## src/rtl/bus_arb_pkg.sv

```systemverilog
package bus_arb_pkg;

  // Classification of the current cycle for the grant register.
  typedef enum logic [1:0] {
    ARB_HOLD_LOCK = 2'd0,  // owner has its lock bit up: keep grant
    ARB_OPEN      = 2'd1,  // bus idle or transfer ending: re-arbitrate
    ARB_BUSY      = 2'd2   // transfer in flight: keep grant
  } arb_phase_e;

  localparam int unsigned RST_SYNC_STAGES = 2;

endpackage

```

## src/rtl/bus_arb_rst_sync.sv

```systemverilog
module bus_arb_rst_sync #(
  parameter int unsigned STAGES = 2
) (
  input  logic clk,
  input  logic rst_n,
  output logic rst_sync_n
);

  logic [STAGES-1:0] sync_q;

  always_ff @(posedge clk or negedge rst_n) begin
    if (!rst_n) begin
      sync_q <= '0;
    end else begin
      sync_q <= {sync_q[STAGES-2:0], 1'b1};
    end
  end

  assign rst_sync_n = sync_q[STAGES-1];

endmodule

```

## src/rtl/bus_arb_phase.sv

```systemverilog
module bus_arb_phase
  import bus_arb_pkg::*;
#(
  parameter int unsigned N_MASTERS = 4
) (
  input  logic [N_MASTERS-1:0] gnt_q,
  input  logic [N_MASTERS-1:0] lock_i,
  input  logic                 sel_i,
  input  logic                 xfer_ack_i,
  output arb_phase_e           phase_o
);

  logic owner_locked;
  logic arb_window;

  assign owner_locked = |(gnt_q & lock_i);
  assign arb_window   = !sel_i || xfer_ack_i;

  always_comb begin
    if (owner_locked) begin
      phase_o = ARB_HOLD_LOCK;
    end else if (arb_window) begin
      phase_o = ARB_OPEN;
    end else begin
      phase_o = ARB_BUSY;
    end
  end

endmodule

```

## src/rtl/bus_arb_prio.sv

```systemverilog
module bus_arb_prio #(
  parameter int unsigned N_MASTERS = 4
) (
  input  logic [N_MASTERS-1:0] req_i,
  output logic [N_MASTERS-1:0] pick_o
);

  // blocked[i]: some master with a lower index is requesting
  logic [N_MASTERS-1:0] blocked;

  assign blocked[0] = 1'b0;

  for (genvar i = 0; i < N_MASTERS; i++) begin : g_pick
    if (i > 0) begin : g_chain
      assign blocked[i] = blocked[i-1] | req_i[i-1];
    end
    assign pick_o[i] = req_i[i] & ~blocked[i];
  end

  // the picker never selects two masters
  always_comb begin
    a_r5_pick_onehot: assert ($onehot0(pick_o));
  end

endmodule

```

## src/rtl/bus_arb_pend.sv

```systemverilog
module bus_arb_pend #(
  parameter int unsigned N_MASTERS = 4
) (
  input  logic [N_MASTERS-1:0] req_i,
  output logic [N_MASTERS-1:0] pend_o
);

  localparam logic [N_MASTERS-1:0] ONE = N_MASTERS'(1);

  for (genvar i = 0; i < N_MASTERS; i++) begin : g_pend
    assign pend_o[i] = |(req_i & ~(ONE << i));
  end

  // two or more requesters means everyone sees a competitor;
  // no requester means nobody does
  always_comb begin
    if ($countones(req_i) >= 2) begin
      a_r6_all_pend: assert (&pend_o);
    end
    if (req_i == '0) begin
      a_r6_none_pend: assert (pend_o == '0);
    end
  end

endmodule

```

## src/rtl/bus_arb_lock.sv

```systemverilog
module bus_arb_lock
  import bus_arb_pkg::*;
#(
  parameter int unsigned N_MASTERS = 4
) (
  input  logic                 clk,
  input  logic                 rst_n,
  input  logic [N_MASTERS-1:0] req_i,
  input  logic [N_MASTERS-1:0] lock_i,
  input  logic                 sel_i,
  input  logic                 xfer_ack_i,
  output logic [N_MASTERS-1:0] gnt_o,
  output logic [N_MASTERS-1:0] pend_o
);

  logic                 rst_sync_n;
  logic [N_MASTERS-1:0] gnt_q;
  logic [N_MASTERS-1:0] gnt_d;
  logic                 gnt_en;
  logic [N_MASTERS-1:0] pick;
  arb_phase_e           phase;

  bus_arb_rst_sync #(.STAGES(RST_SYNC_STAGES)) u_rst_sync (
    .clk        (clk),
    .rst_n      (rst_n),
    .rst_sync_n (rst_sync_n)
  );

  bus_arb_phase #(.N_MASTERS(N_MASTERS)) u_phase (
    .gnt_q      (gnt_q),
    .lock_i     (lock_i),
    .sel_i      (sel_i),
    .xfer_ack_i (xfer_ack_i),
    .phase_o    (phase)
  );

  bus_arb_prio #(.N_MASTERS(N_MASTERS)) u_prio (
    .req_i  (req_i),
    .pick_o (pick)
  );

  bus_arb_pend #(.N_MASTERS(N_MASTERS)) u_pend (
    .req_i  (req_i),
    .pend_o (pend_o)
  );

  // Next-state: only an open arbitration cycle loads a new grant
  always_comb begin
    gnt_en = 1'b0;
    gnt_d  = gnt_q;
    if (phase == ARB_OPEN) begin
      gnt_en = 1'b1;
      gnt_d  = pick;
    end
  end

  always_ff @(posedge clk or negedge rst_sync_n) begin
    if (!rst_sync_n) begin
      gnt_q <= '0;
    end else if (gnt_en) begin
      gnt_q <= gnt_d;
    end
  end

  assign gnt_o = gnt_q;

  // grants are low while the synchronized reset is active
  always @(posedge clk) begin
    if (!rst_sync_n) begin
      a_r1_reset_idle: assert (gnt_o == '0);
    end
  end

  // never more than one owner
  a_r5_onehot: assert property (@(posedge clk) disable iff (!rst_sync_n)
    $onehot0(gnt_o));

  // the owner holding its lock bit keeps the bus
  a_r4_lock_keeps: assert property (@(posedge clk) disable iff (!rst_sync_n)
    (|(gnt_o & lock_i)) |=> (gnt_o == $past(gnt_o)));

  // a transfer in flight without acknowledge freezes the grant
  a_r3_busy_stable: assert property (@(posedge clk) disable iff (!rst_sync_n)
    (sel_i && !xfer_ack_i) |=> $stable(gnt_o));

  // after an unlocked arbitration cycle only a requester is granted
  a_r2_only_requester: assert property (@(posedge clk) disable iff (!rst_sync_n)
    (!(|(gnt_o & lock_i)) && (!sel_i || xfer_ack_i)) |=>
      ((gnt_o & ~$past(req_i)) == '0));

  // an unlocked arbitration cycle with any request yields an owner
  a_r2_someone_wins: assert property (@(posedge clk) disable iff (!rst_sync_n)
    (!(|(gnt_o & lock_i)) && (!sel_i || xfer_ack_i) && (|req_i)) |=> (|gnt_o));

  // nobody requesting in an open cycle parks the bus with no owner
  a_r7_park_empty: assert property (@(posedge clk) disable iff (!rst_sync_n)
    (!(|(gnt_o & lock_i)) && (!sel_i || xfer_ack_i) && (req_i == '0)) |=>
      (gnt_o == '0));

endmodule

```

## config.mk

```make
export PLATFORM = sky130hd
export DESIGN_NAME = bus_arb_lock
export DESIGN_NICKNAME = d
export VERILOG_FILES = /design/src/rtl/bus_arb_pkg.sv /design/src/rtl/bus_arb_rst_sync.sv /design/src/rtl/bus_arb_phase.sv /design/src/rtl/bus_arb_prio.sv /design/src/rtl/bus_arb_pend.sv /design/src/rtl/bus_arb_lock.sv
export SDC_FILE = /design/constraint.sdc
export NUM_CORES = 1
export LEC_CHECK = 0
export BUFFER_PORTS_ARGS = -buffer_cell sky130_fd_sc_hd__buf_4
export CAP_MARGIN = 0
export CORE_AREA = 4 4 41 43
export DETAILED_ROUTE_END_ITERATION = 8
export DIE_AREA = 0 0 45 47
export PLACE_DENSITY = 0.45
export SKIP_CTS_REPAIR_TIMING = 1
export SYNTH_ARGS = -nofsm -noshare
export SYNTH_HDL_FRONTEND = slang
export SYNTH_SLANG_ARGS = --single-unit
export TNS_END_PERCENT = 20
```

## constraint.sdc

```tcl
create_clock -name clk -period 1 [get_ports clk]
set_input_delay 0.15 -clock clk [delete_from_list [all_inputs] [get_ports clk]]
set_output_delay 0.15 -clock clk [all_outputs]
set_load 0.01 [all_outputs]
```

==> impl_metrics.json <==
{
  "fmaxAchievable_ghz": 0.884,
  "clkLatencyLatePin_ps": 240,
  "rsz0062_at_grt": "true",
  "synth_seq_cells": 6,
  "cp.buffers_inverters": 0,
  "netlist_instances": 24,
  "fin_nets": 65,
  "die_area_sq_mm": 0.00212,
  "worstPathRequired_ps": 1120,
  "final_core_util": 0.409,
  "final_cells": 66,
  "path_clk_slew_ps": 50,
  "ctsHtreeMaxLevel": 1,
  "netlist_top_cells_count": "dfrtp_1, mux2_2, or3_1",
  "crit_chain": "a22oi_2 -> nand4_4 -> mux2_2",
  "clockBufferDepth": 2,
  "crit_path_top_delay_cell": "dfrtp_1",
  "grt_pass1_vias": 255,
  "syn_area_sq_um": 284,
  "cts_sinks": 6,
  "power_leakage_uw": 0.000258,
  "synth_edf_count": 0,
  "coreArea_sq_mm": 0.00130,
  "ant_nets": 0,
  "grt_use_met2": 0.113,
  "critPathTopFamily": "flip-flops",
  "cp-end-kind": "flop",
  "die_width_microns": 45,
  "critPathArrivalTime_ps": 1250,
  "grt_most_used_layer": "met2",
  "chipHeight_microns": 47,
  "critPathMaxStageDelay_ps": 380,
  "cts_tree": "yes",
  "via_count": 262,
  "ios": 20,
  "viasPerCell": 3.97,
  "skew_ps": 4.30,
  "synth_area_per_cell_sq_um": 11.8,
  "synth_cell_types": 12,
  "gp_congestion": 0.700,
  "yosys_warnings": 0,
  "setup-tns-final_ps": -605,
  "place_area_sq_um": 475,
  "fin_crit_ps": 1130,
  "ir_drop_v": 0.000971,
  "outcome": "finished, violations left",
  "cap_violations": 0,
  "core.rowCount": 13,
  "hold_path.class": "flop to asynchronous set/reset pin",
  "first_pass_iters": 1,
  "cp_max_fo": 4,
  "diodes": 0,
  "placed_cells": 62,
  "drv_slew": 0,
  "areaGrowthSynthToFinish_pct": 87.2,
  "yosys.area.top_type": "dfrtp_1",
  "drc": 0,
  "track_usage": 0.0739,
  "wl_per_cell_microns": 10.9,
  "setup-violations-final": 8,
  "gr-total-overflow": 0,
  "fill_cells": 136,
  "setup.worst_path.start_class": "flop",
  "synthesis.nets": 36,
  "synthArstFlopShare": 1.00,
  "grt.met1_usage": 0.0741,
  "seq_area_frac_synth": 0.529,
  "fin_area_sq_um": 532,
  "synth_area_leaders": "dfrtp_1, mux2_2, or3_1, a22oi_2, nand4_2",
  "antenna_found_initial": 0,
  "yosysMostFrequentCell": "dfrtp_1",
  "drtIter0Drc": 0,
  "power_density_mw_per_mm2": 1730,
  "finalCritPeriodShare": 1.13,
  "initial_core_util": 0.218,
  "grt_first_pass_wirelength_mm": 1.06,
  "grt_max_degree": 7,
  "fin_ws_ps": -131,
  "synth_top_area_share": 0.529,
  "layout-drive-gt1-share": 0.627,
  "hold_viol": 0,
  "violations": "negative setup slack",
  "routed_wl_microns": 719,
  "grtUsageMet3": 0.0690,
  "critPathKind": "flop to flop",
  "synth-main-ff-cell": "dfrtp_1",
  "cts_buffers": 3,
  "io_buffers": 19,
  "cts_root_buf": "clkbuf_4"
}
==> sequential cells by signal, summed over array words and instances, names as in the netlist <==
register	count
u_rst_sync.sync_q	2
gnt_o	4
==> report_power, final <==
part / internal, uW / switching (uW)
clock: 136 / 88.8
combinational: 242 / 130
sequential: 291 / 33.1
==> layout by cell type (no fill, tap or decap) <==
master	count
conb_1	1
nand4_4	1
nand2b_1	1
dlygate4sd3_1	1
clkbuf_4	3
a22oi_2	1
inv_1	1
buf_6	4
nor2_1	1
dfrtp_1	6
nand2_1	2
mux2_2	4
buf_4	19
or3_1	4
nor3b_1	1
nor2b_1	1
==> worst register-to-register path: cells and delay by family, from the launching register on <==
family / cells / cell delay, ps
mux: 1 / 290
compound gates: 1 / 200
flops: 1 / 380
simple gates: 1 / 130
==> stage by stage <==
stage / hold WS (ps) / setup slack, ps / total power, uW
floorplan: -146 / -123 / 460
global placement: -68.4 / -115 / 656
detailed placement: -66.8 / -142 / 662
CTS: -335 / -155 / 898
global route: 81.4 / -175 / 993
finish: 64.3 / -131 / 921
==> worst paths after layout <==
| check | start | to | slack, ps | cells after the start |
|---|---|---|---|---|
| max in group asynchronous | rst_n | u_rst_sync.sync_q[1] | 700 | 2 |
| setup reg to reg | gnt_o[0] | gnt_o[2] | -130 | 3 |
| min in group clk | req_i[0] | gnt_o[0] | 180 | 2 |
| hold / removal | u_rst_sync.sync_q[1] | gnt_o[0] | 60 | 0 |
| setup / recovery | gnt_o[0] | gnt_o[2] | -130 | 3 |
| hold reg to reg | u_rst_sync.sync_q[1] | gnt_o[0] | 60 | 0 |
==> area by class of cell <==
cell class	count	area, sq um	area share
inverter	1	3.75	0.00706
multi-input combinational	17	139	0.261
clock buffer	3	22.5	0.0424
tap	15	18.8	0.0353
timing repair buffer	24	198	0.372
sequential	6	150	0.282
==> cell families after synthesis <==
| family | synth area share |
|---|---|
| buffers and inverters | 0.0132 |
| muxes | 0.159 |
| DFF | 0.529 |
| AOI/OAI and AO/OA | 0.0440 |
| other | 0.0132 |
| and+or+nand+nor | 0.242 |
==> per-layer routing <==
| layer | vias up | part of all wire |
|---|---|---|
| li1 | 137 | - |
| met1 | 114 | 0.41 |
| met2 | 11 | 0.47 |
| met3 | 0 | 0.12 |
| met4 | 0 | 0 |
| met5 | - | 0 |
Power figures use the tool's default switching activity.
